$ cat src/rtl/mdt_pkg.sv
package mdt_pkg;

    localparam int unsigned PRE_LEN = 32;
    localparam int unsigned OP_W    = 2;
    localparam int unsigned FIELD_W = 5;
    localparam int unsigned WORD_W  = 16;

    typedef enum logic [2:0] {
        ST_HUNT,
        ST_START2,
        ST_OP,
        ST_PORT,
        ST_DEV,
        ST_TA1,
        ST_TA2,
        ST_DATA
    } mdt_state_e;

    typedef enum logic [2:0] {
        K_NONE,
        K_RD,
        K_RDINC,
        K_WR,
        K_ADDR
    } mdt_kind_e;

endpackage

$ cat src/rtl/mdt_sync.sv
module mdt_sync #(
    parameter int unsigned STAGES = 2
) (
    input  logic clk,
    input  logic rst_n,
    input  logic line_clk,
    input  logic line_dat,
    output logic clk_rise,
    output logic clk_fall,
    output logic dat_s
);

    logic [STAGES-1:0] clk_pipe;
    logic [STAGES-1:0] dat_pipe;
    logic              clk_last;

    always_ff @(posedge clk or negedge rst_n) begin
        if (!rst_n) begin
            clk_pipe <= '0;
            dat_pipe <= '1;
            clk_last <= 1'b0;
        end else begin
            clk_pipe[0] <= line_clk;
            dat_pipe[0] <= line_dat;
            for (int i = 1; i < STAGES; i++) begin
                clk_pipe[i] <= clk_pipe[i-1];
                dat_pipe[i] <= dat_pipe[i-1];
            end
            clk_last <= clk_pipe[STAGES-1];
        end
    end

    assign clk_rise = clk_pipe[STAGES-1] & ~clk_last;
    assign clk_fall = ~clk_pipe[STAGES-1] & clk_last;
    assign dat_s    = dat_pipe[STAGES-1];

endmodule

$ cat src/rtl/mdt_regs.sv
module mdt_regs #(
    parameter int unsigned NUM_REGS = 16,
    parameter int unsigned DATA_W   = 16,
    parameter int unsigned AW       = 16
) (
    input  logic              clk,
    input  logic              rst_n,
    input  logic              we,
    input  logic [AW-1:0]     waddr,
    input  logic [DATA_W-1:0] wdata,
    input  logic [AW-1:0]     raddr,
    output logic [DATA_W-1:0] rdata
);

    localparam int unsigned IW = (NUM_REGS > 1) ? $clog2(NUM_REGS) : 1;

    logic [NUM_REGS-1:0][DATA_W-1:0] mem_q;
    logic [NUM_REGS-1:0]             wsel;

    for (genvar g = 0; g < NUM_REGS; g++) begin : g_sel
        assign wsel[g] = we && (waddr == AW'(g));
    end

    always_ff @(posedge clk or negedge rst_n) begin
        if (!rst_n) begin
            mem_q <= '0;
        end else begin
            for (int i = 0; i < NUM_REGS; i++) begin
                if (wsel[i]) mem_q[i] <= wdata;
            end
        end
    end

    assign rdata = (raddr < AW'(NUM_REGS)) ? mem_q[raddr[IW-1:0]] : '0;

    assert_oob_write_R8: assert property (@(posedge clk) disable iff (!rst_n)
        (we && (waddr >= AW'(NUM_REGS))) |=> $stable(mem_q));

endmodule

$ cat src/rtl/mdt_frame.sv
module mdt_frame
    import mdt_pkg::*;
(
    input  logic               clk,
    input  logic               rst_n,
    input  logic               rise_i,
    input  logic               fall_i,
    input  logic               dat_i,
    input  logic [FIELD_W-1:0] own_port_i,
    input  logic [WORD_W-1:0]  rdata_i,
    output logic [WORD_W-1:0]  raddr_o,
    output logic               we_o,
    output logic [WORD_W-1:0]  waddr_o,
    output logic [WORD_W-1:0]  wdata_o,
    output logic               oe_o,
    output logic               do_o
);

    localparam int unsigned ONES_W = $clog2(PRE_LEN + 1);
    localparam int unsigned CNT_W  = $clog2(WORD_W);
    localparam int unsigned PAD_W  = WORD_W - FIELD_W;

    mdt_state_e         state_q, state_d;
    mdt_kind_e          kind_q, kind_d;
    logic [ONES_W-1:0]  ones_q;
    logic [CNT_W-1:0]   cnt_q;
    logic               ext_q;
    logic [OP_W-1:0]    op_q;
    logic [FIELD_W-1:0] port_q;
    logic [FIELD_W-1:0] dev_q;
    logic [WORD_W-1:0]  shreg_q;
    logic [WORD_W-1:0]  addr_q;

    logic op_end, fld_end, data_end, is_rd;

    assign op_end   = (cnt_q == CNT_W'(OP_W - 1));
    assign fld_end  = (cnt_q == CNT_W'(FIELD_W - 1));
    assign data_end = (cnt_q == CNT_W'(WORD_W - 1));
    assign is_rd    = (kind_q == K_RD) || (kind_q == K_RDINC);

    // frame kind decided at the last bit of the second field
    always_comb begin
        kind_d = K_NONE;
        if (port_q == own_port_i) begin
            if (ext_q) begin
                unique case (op_q)
                    2'b00:   kind_d = K_ADDR;
                    2'b01:   kind_d = K_WR;
                    2'b10:   kind_d = K_RDINC;
                    default: kind_d = K_RD;
                endcase
            end else if (op_q == 2'b01) begin
                kind_d = K_WR;
            end else if (op_q == 2'b10) begin
                kind_d = K_RD;
            end
        end
    end

    assign raddr_o = ext_q ? addr_q : {{PAD_W{1'b0}}, dev_q[FIELD_W-2:0], dat_i};
    assign waddr_o = ext_q ? addr_q : {{PAD_W{1'b0}}, dev_q};
    assign wdata_o = {shreg_q[WORD_W-2:0], dat_i};
    assign we_o    = rise_i && (state_q == ST_DATA) && data_end && (kind_q == K_WR);

    // next state
    always_comb begin
        state_d = state_q;
        if (rise_i) begin
            unique case (state_q)
                ST_HUNT:   if (!dat_i && ones_q == ONES_W'(PRE_LEN)) state_d = ST_START2;
                ST_START2: state_d = ST_OP;
                ST_OP:     if (op_end) state_d = ST_PORT;
                ST_PORT:   if (fld_end) state_d = ST_DEV;
                ST_DEV:    if (fld_end) state_d = ST_TA1;
                ST_TA1:    state_d = ST_TA2;
                ST_TA2:    state_d = ST_DATA;
                ST_DATA:   if (data_end) state_d = ST_HUNT;
                default:   state_d = ST_HUNT;
            endcase
        end
    end

    // state register
    always_ff @(posedge clk or negedge rst_n) begin
        if (!rst_n) state_q <= ST_HUNT;
        else        state_q <= state_d;
    end

    // field capture and commits
    always_ff @(posedge clk or negedge rst_n) begin
        if (!rst_n) begin
            kind_q  <= K_NONE;
            ones_q  <= '0;
            cnt_q   <= '0;
            ext_q   <= 1'b0;
            op_q    <= '0;
            port_q  <= '0;
            dev_q   <= '0;
            shreg_q <= '0;
            addr_q  <= '0;
        end else if (rise_i) begin
            unique case (state_q)
                ST_HUNT: begin
                    if (!dat_i)                         ones_q <= '0;
                    else if (ones_q != ONES_W'(PRE_LEN)) ones_q <= ones_q + 1'b1;
                end
                ST_START2: begin
                    ext_q  <= ~dat_i;
                    cnt_q  <= '0;
                    kind_q <= K_NONE;
                end
                ST_OP: begin
                    op_q  <= {op_q[OP_W-2:0], dat_i};
                    cnt_q <= op_end ? '0 : cnt_q + 1'b1;
                end
                ST_PORT: begin
                    port_q <= {port_q[FIELD_W-2:0], dat_i};
                    cnt_q  <= fld_end ? '0 : cnt_q + 1'b1;
                end
                ST_DEV: begin
                    dev_q <= {dev_q[FIELD_W-2:0], dat_i};
                    cnt_q <= fld_end ? '0 : cnt_q + 1'b1;
                    if (fld_end) begin
                        kind_q  <= kind_d;
                        shreg_q <= rdata_i;
                    end
                end
                ST_DATA: begin
                    shreg_q <= wdata_o;
                    cnt_q   <= data_end ? '0 : cnt_q + 1'b1;
                    if (data_end && kind_q == K_ADDR)  addr_q <= wdata_o;
                    if (data_end && kind_q == K_RDINC) addr_q <= addr_q + 1'b1;
                end
                default: ;
            endcase
        end
    end

    // line driver: launched on rising edges, released on a falling edge
    always_ff @(posedge clk or negedge rst_n) begin
        if (!rst_n) begin
            oe_o <= 1'b0;
            do_o <= 1'b0;
        end else if (rise_i) begin
            unique case (state_q)
                ST_TA2: begin
                    oe_o <= is_rd;
                    do_o <= 1'b0;
                end
                ST_DATA: begin
                    oe_o <= is_rd;
                    do_o <= is_rd & shreg_q[WORD_W-1];
                end
                default: begin
                    oe_o <= 1'b0;
                    do_o <= 1'b0;
                end
            endcase
        end else if (fall_i && state_q != ST_TA2 && state_q != ST_DATA) begin
            oe_o <= 1'b0;
            do_o <= 1'b0;
        end
    end

    assert_ones_bounded_R2: assert property (@(posedge clk) disable iff (!rst_n)
        ones_q <= ONES_W'(PRE_LEN));

    assert_write_quiet_R3: assert property (@(posedge clk) disable iff (!rst_n)
        (state_q == ST_DATA && (kind_q == K_WR || kind_q == K_ADDR)) |-> !oe_o);

    assert_launch_on_rise_R4: assert property (@(posedge clk) disable iff (!rst_n)
        $rose(oe_o) |-> $past(rise_i));

    assert_idle_quiet_R1: assert property (@(posedge clk) disable iff (!rst_n)
        !oe_o |-> !do_o);

    assert_ignored_quiet_R5: assert property (@(posedge clk) disable iff (!rst_n)
        (kind_q == K_NONE && (state_q == ST_TA2 || state_q == ST_DATA)) |-> !oe_o);

    assert_addr_step_R7: assert property (@(posedge clk) disable iff (!rst_n)
        (rise_i && state_q == ST_DATA && data_end && kind_q == K_RDINC)
        |=> addr_q == $past(addr_q) + 1'b1);

endmodule

$ cat src/rtl/mdio_target.sv
module mdio_target
    import mdt_pkg::*;
#(
    parameter int unsigned NUM_REGS    = 16,
    parameter int unsigned SYNC_STAGES = 2
) (
    input  logic               clk,
    input  logic               rst_n,
    input  logic               bus_clk_i,
    input  logic               bus_dat_i,
    input  logic [FIELD_W-1:0] own_port,
    output logic               bus_dat_oe,
    output logic               bus_dat_o
);

    logic              rise, fall, dat;
    logic              we;
    logic [WORD_W-1:0] waddr, wdata, raddr, rdata;

    mdt_sync #(.STAGES(SYNC_STAGES)) u_sync (
        .clk      (clk),
        .rst_n    (rst_n),
        .line_clk (bus_clk_i),
        .line_dat (bus_dat_i),
        .clk_rise (rise),
        .clk_fall (fall),
        .dat_s    (dat)
    );

    mdt_frame u_frame (
        .clk        (clk),
        .rst_n      (rst_n),
        .rise_i     (rise),
        .fall_i     (fall),
        .dat_i      (dat),
        .own_port_i (own_port),
        .rdata_i    (rdata),
        .raddr_o    (raddr),
        .we_o       (we),
        .waddr_o    (waddr),
        .wdata_o    (wdata),
        .oe_o       (bus_dat_oe),
        .do_o       (bus_dat_o)
    );

    mdt_regs #(.NUM_REGS(NUM_REGS), .DATA_W(WORD_W), .AW(WORD_W)) u_regs (
        .clk   (clk),
        .rst_n (rst_n),
        .we    (we),
        .waddr (waddr),
        .wdata (wdata),
        .raddr (raddr),
        .rdata (rdata)
    );

endmodule

$ cat config.mk
export PLATFORM = sky130hd
export DESIGN_NAME = mdio_target
export DESIGN_NICKNAME = d
export VERILOG_FILES = /design/src/rtl/mdt_pkg.sv /design/src/rtl/mdt_sync.sv /design/src/rtl/mdt_regs.sv /design/src/rtl/mdt_frame.sv /design/src/rtl/mdio_target.sv
export SDC_FILE = /design/constraint.sdc
export NUM_CORES = 1
export LEC_CHECK = 0
export BUFFER_PORTS_ARGS = -buffer_cell sky130_fd_sc_hd__buf_2
export CAP_MARGIN = 20
export CORE_ASPECT_RATIO = 1.25
export CORE_UTILIZATION = 58
export DETAILED_ROUTE_END_ITERATION = 12
export MAX_ROUTING_LAYER = met4
export PLACE_DENSITY = 0.74
export SLEW_MARGIN = 20
export SYNTH_ARGS = -nofsm -noshare
export SYNTH_HDL_FRONTEND = slang
export SYNTH_SLANG_ARGS = --single-unit
$ cat constraint.sdc
create_clock -name clk -period 2.5 [get_ports clk]
set_clock_uncertainty 0.15 [all_clocks]
set_input_delay 0.125 -clock clk [delete_from_list [all_inputs] [get_ports clk]]
set_output_delay 0.125 -clock clk [all_outputs]
set_load 0.02 [all_outputs]
==> results.md <==
- Slowest cell on crit path: dfrtp_1
- Syn Area/Cell: 10.4 sq um
- CTS Buf Count: 36
- Post-synth EDFFs: 0
- Max-slew violation count: 0
- CTS Root Cell: clkbuf_16
- Cell family with most CP delay: simple AND/OR/NAND/NOR gates
- Layout cells sized above 1: 31.3%
- Startpoint Class: register
- Worst-margin pin slew: 0.959 ns
- CP max stage delay: 0.41 ns
- Setup ws final: -0.140 ns
- Max FO, Critical Path: 8
- WS Path Type: reg -> reg
- Sw Ratio: 22.0%
- Die Height: 196 microns
- Synth area leader: dfrtp_1
- Slew headroom: 36.1%
- CP Buf/Inv Count: 2
- Total gr overflow: 0
- Pwr/cell area: 513 nW/um^2
- Via Count: 14.1k
- Setup_tns: -7.17 ns
- Worst r2r src: u_frame.cnt_q[0]$_DFFE_PN0P_
- Clk_lat worst skew: 0.53 ns
- Commonest non-fill, non-tap cell in the layout: dfrtp_1
- Die X: 157 microns
- Net load switching power: 0.00234 W
- Required time worst endpoint: 2.75 ns
- Min-Delay Path Class: in -> async
- Flops & latches, synth: 324
- Tcrit/Tclk final: 106%
- Mapped Area: 17,400 sq um
- Largest cells by area after synthesis: dfrtp_1, mux2_2, a21oi_1, nand2_1, mux2_4
- CTS tree: yes
- Max Freq: 0.379 GHz
- # IOs: 11
- Gate Count Post-Synth: 1,667
- Worst-path clk slew: 0.06 ns
- Routed vias/inst: 6.61
- Reg power frac: 49.7%
- Internal: 0.00828 W
- Unrepaired setup endpoints after global routing: true
- Initial core utilization: 59.2%
- Post-placement cell count: 2,034
- Setup crit end kind: register
- Top FF cell, synth: dfrtp_1
- Layout Nets: 1,742
- Max Cap Violations: 0
- Top cell type's share of synthesized area: 46.3%
- Vias in the first global route: 14.2k
- Cell Chain, Critical Path: ha_4 -> nand3_2 -> or3_4 -> nor3_4 -> buf_6 -> and2_4 -> nor2b_4 -> clkbuf_16 -> mux2_4
- Commonest non-fill, non-tap cells in the layout: dfrtp_1, nand2_1, mux2_2
- Leak: 9.13 nW
- Critical Path AT: 2.89 ns
- IR drop worst, VDD: 595 uV
- Die area: 30,700 sq um
- Asr flop ratio synth: 100%
- Power share of the clock group: 47.3%
- Failing checks: negative setup slack
- DR iter-0 viols: 1,239
- Hold slack: 0.0727 ns
- GR Util All Layers: 33.1%
- Sequential-to-total area share from yosys stat: 46.6%
- Status: finished, violations left
- Row count: 70
- Synth Warn #: 0
- WL final: 50.5 mm
- Final core occ: 70.3%
- Dpl hpwl: 29.1 mm
- GPL Wtd Cong: 0.855
- Mapped Nets: 1,689
- Final ANT Viol Nets: 0
- DR DRC count: 0
- Initial antenna violation count: 1
- H-tree depth: 2
- Non-Filler Instances: 2,138
- Synth cell types: 67
- CTS sink count: 324
- Setup WS pre-CTS: -0.202 ns
- Clk buf depth: 3
- DRT Pass-1 Iters: 5
- Per-cell routed wire length: 23.6 microns
- Post-layout minimum cycle time: 2.64 ns
- Area grow syn2layout: 18.8%
- Setup slack, reg-to-reg: -0.14 ns
- First-pass GRT wire length: 76.6 mm
- Largest net degree at the start of global routing: 77
- Logic pwr share: 3.0%
- Reg-to-Reg End: u_regs.mem_q[47]$_DFFE_PN0P_
- IO Port Bufs: 10
- Final Hold Viols: 0
- Core Region: 29,400 sq um
- Final setup violation count: 146
- Cells on worst reg2reg path: 9
what timing repair did:
item | CTS | global route
setup buffers | 8 | 23
hold buffers | 7 | 0
cloned | 3 | 7
gates resized for setup | 55 | 93
pin swaps | 8 | 10
endpoints found under the hold margin | 327 | 0
setup endpoints to repair | 182 | 278
per-stage QoR:
stage | cell area [sq um] | power (W)
finish | 20700 | 0.0106
global route | 20700 | 0.0109
CTS | 20100 | 0.0107
detailed placement | 18600 | 0.00566
global placement | 18600 | 0.00565
floorplan | 17400 | 0.00546
power groups by stage:
stage | Sequential (W) | Clock (W) | Combinational [W]
floorplan | 0.00536 | 0 | 0.0000921
global placement | 0.00537 | 0 | 0.000278
detailed placement | 0.00538 | 0 | 0.000286
CTS | 0.00528 | 0.00509 | 0.000307
global route | 0.00527 | 0.00528 | 0.000353
finish | 0.00527 | 0.00503 | 0.000321
registers in the layout, indices dropped and copies added (netlist names), 2 cells and up:
name             count
u_frame.state_q      3
u_frame.cnt_q        4
u_regs.mem_q       256
u_frame.addr_q      16
u_frame.dev_q        5
u_sync.clk_pipe      2
u_frame.shreg_q     16
u_frame.op_q         2
u_frame.kind_q       3
u_frame.ones_q       6
u_sync.dat_pipe      2
u_frame.port_q       5
final cells by class:
cell class / instances / area (sq um)
clock buffer: 47 / 1000
sequential: 324 / 8120
antenna: 1 / 2.50
inverter: 20 / 77.6
tap: 396 / 495
clock inverter: 12 / 88.8
timing repair buffer: 164 / 1820
multi-input combinational: 1174 / 9080
fill: 2047 / 8730
worst max path at each step:
stage / startpoint / end / slack [ns] / cells after the start
2_1_floorplan: u_frame.cnt_q[0]$_DFFE_PN0P_ / u_regs.mem_q[69]$_DFFE_PN0P_ / -0.06 / 10
6_report: u_frame.cnt_q[0]$_DFFE_PN0P_ / u_regs.mem_q[47]$_DFFE_PN0P_ / -0.14 / 9
3_3_place_gp: u_frame.cnt_q[1]$_DFFE_PN0P_ / u_regs.mem_q[53]$_DFFE_PN0P_ / -0.10 / 7
5_1_grt: u_frame.cnt_q[0]$_DFFE_PN0P_ / u_regs.mem_q[35]$_DFFE_PN0P_ / -0.19 / 9
3_5_place_dp: u_frame.cnt_q[1]$_DFFE_PN0P_ / u_regs.mem_q[53]$_DFFE_PN0P_ / -0.20 / 7
4_1_cts: u_frame.cnt_q[0]$_DFFE_PN0P_ / u_regs.mem_q[27]$_DFFE_PN0P_ / -0.05 / 9
metal layers:
| metal | GRT usage (%) | vias to the layer above | wire (microns) |
|---|---|---|---|
| met3 | 5.17 | 144 | 3280 |
| li1 | - | 6185 | - |
| met5 | - | - | 0 |
| met2 | 53.8 | 610 | 25000 |
| met1 | 40.9 | 7199 | 19900 |
| met4 | 14.4 | 0 | 2340 |
kinds of logic after synthesis:
logic type / Yosys count / synth area share, %
xor gates and xnor gates: 10 / 0.503
adders and majority gates: 14 / 0.992
buffers and inverters: 173 / 4.47
DFF: 324 / 46.6
AOI/OAI and AO/OA: 465 / 16.4
muxes: 307 / 20.7
and+or+nand+nor: 374 / 10.3
cell usage after synthesis, types with 30 or more instances:
cell      count
a22oi_1      60
nor3_1       69
a211oi_1     30
mux2i_1      35
a21boi_0     62
a21oi_1     159
o21ai_0      67
mux2_2      221
mux2_4       40
o22ai_1      64
nand2_1     178
dfrtp_1     322
clkbuf_1    103
tightest hold or removal path, cell delays in order:
cell and delay [ns]:
dlygate4sd3_1 0.56, buf_8 0.19, buf_16 0.25
Note: power is estimated with default switching activity, not from simulation.
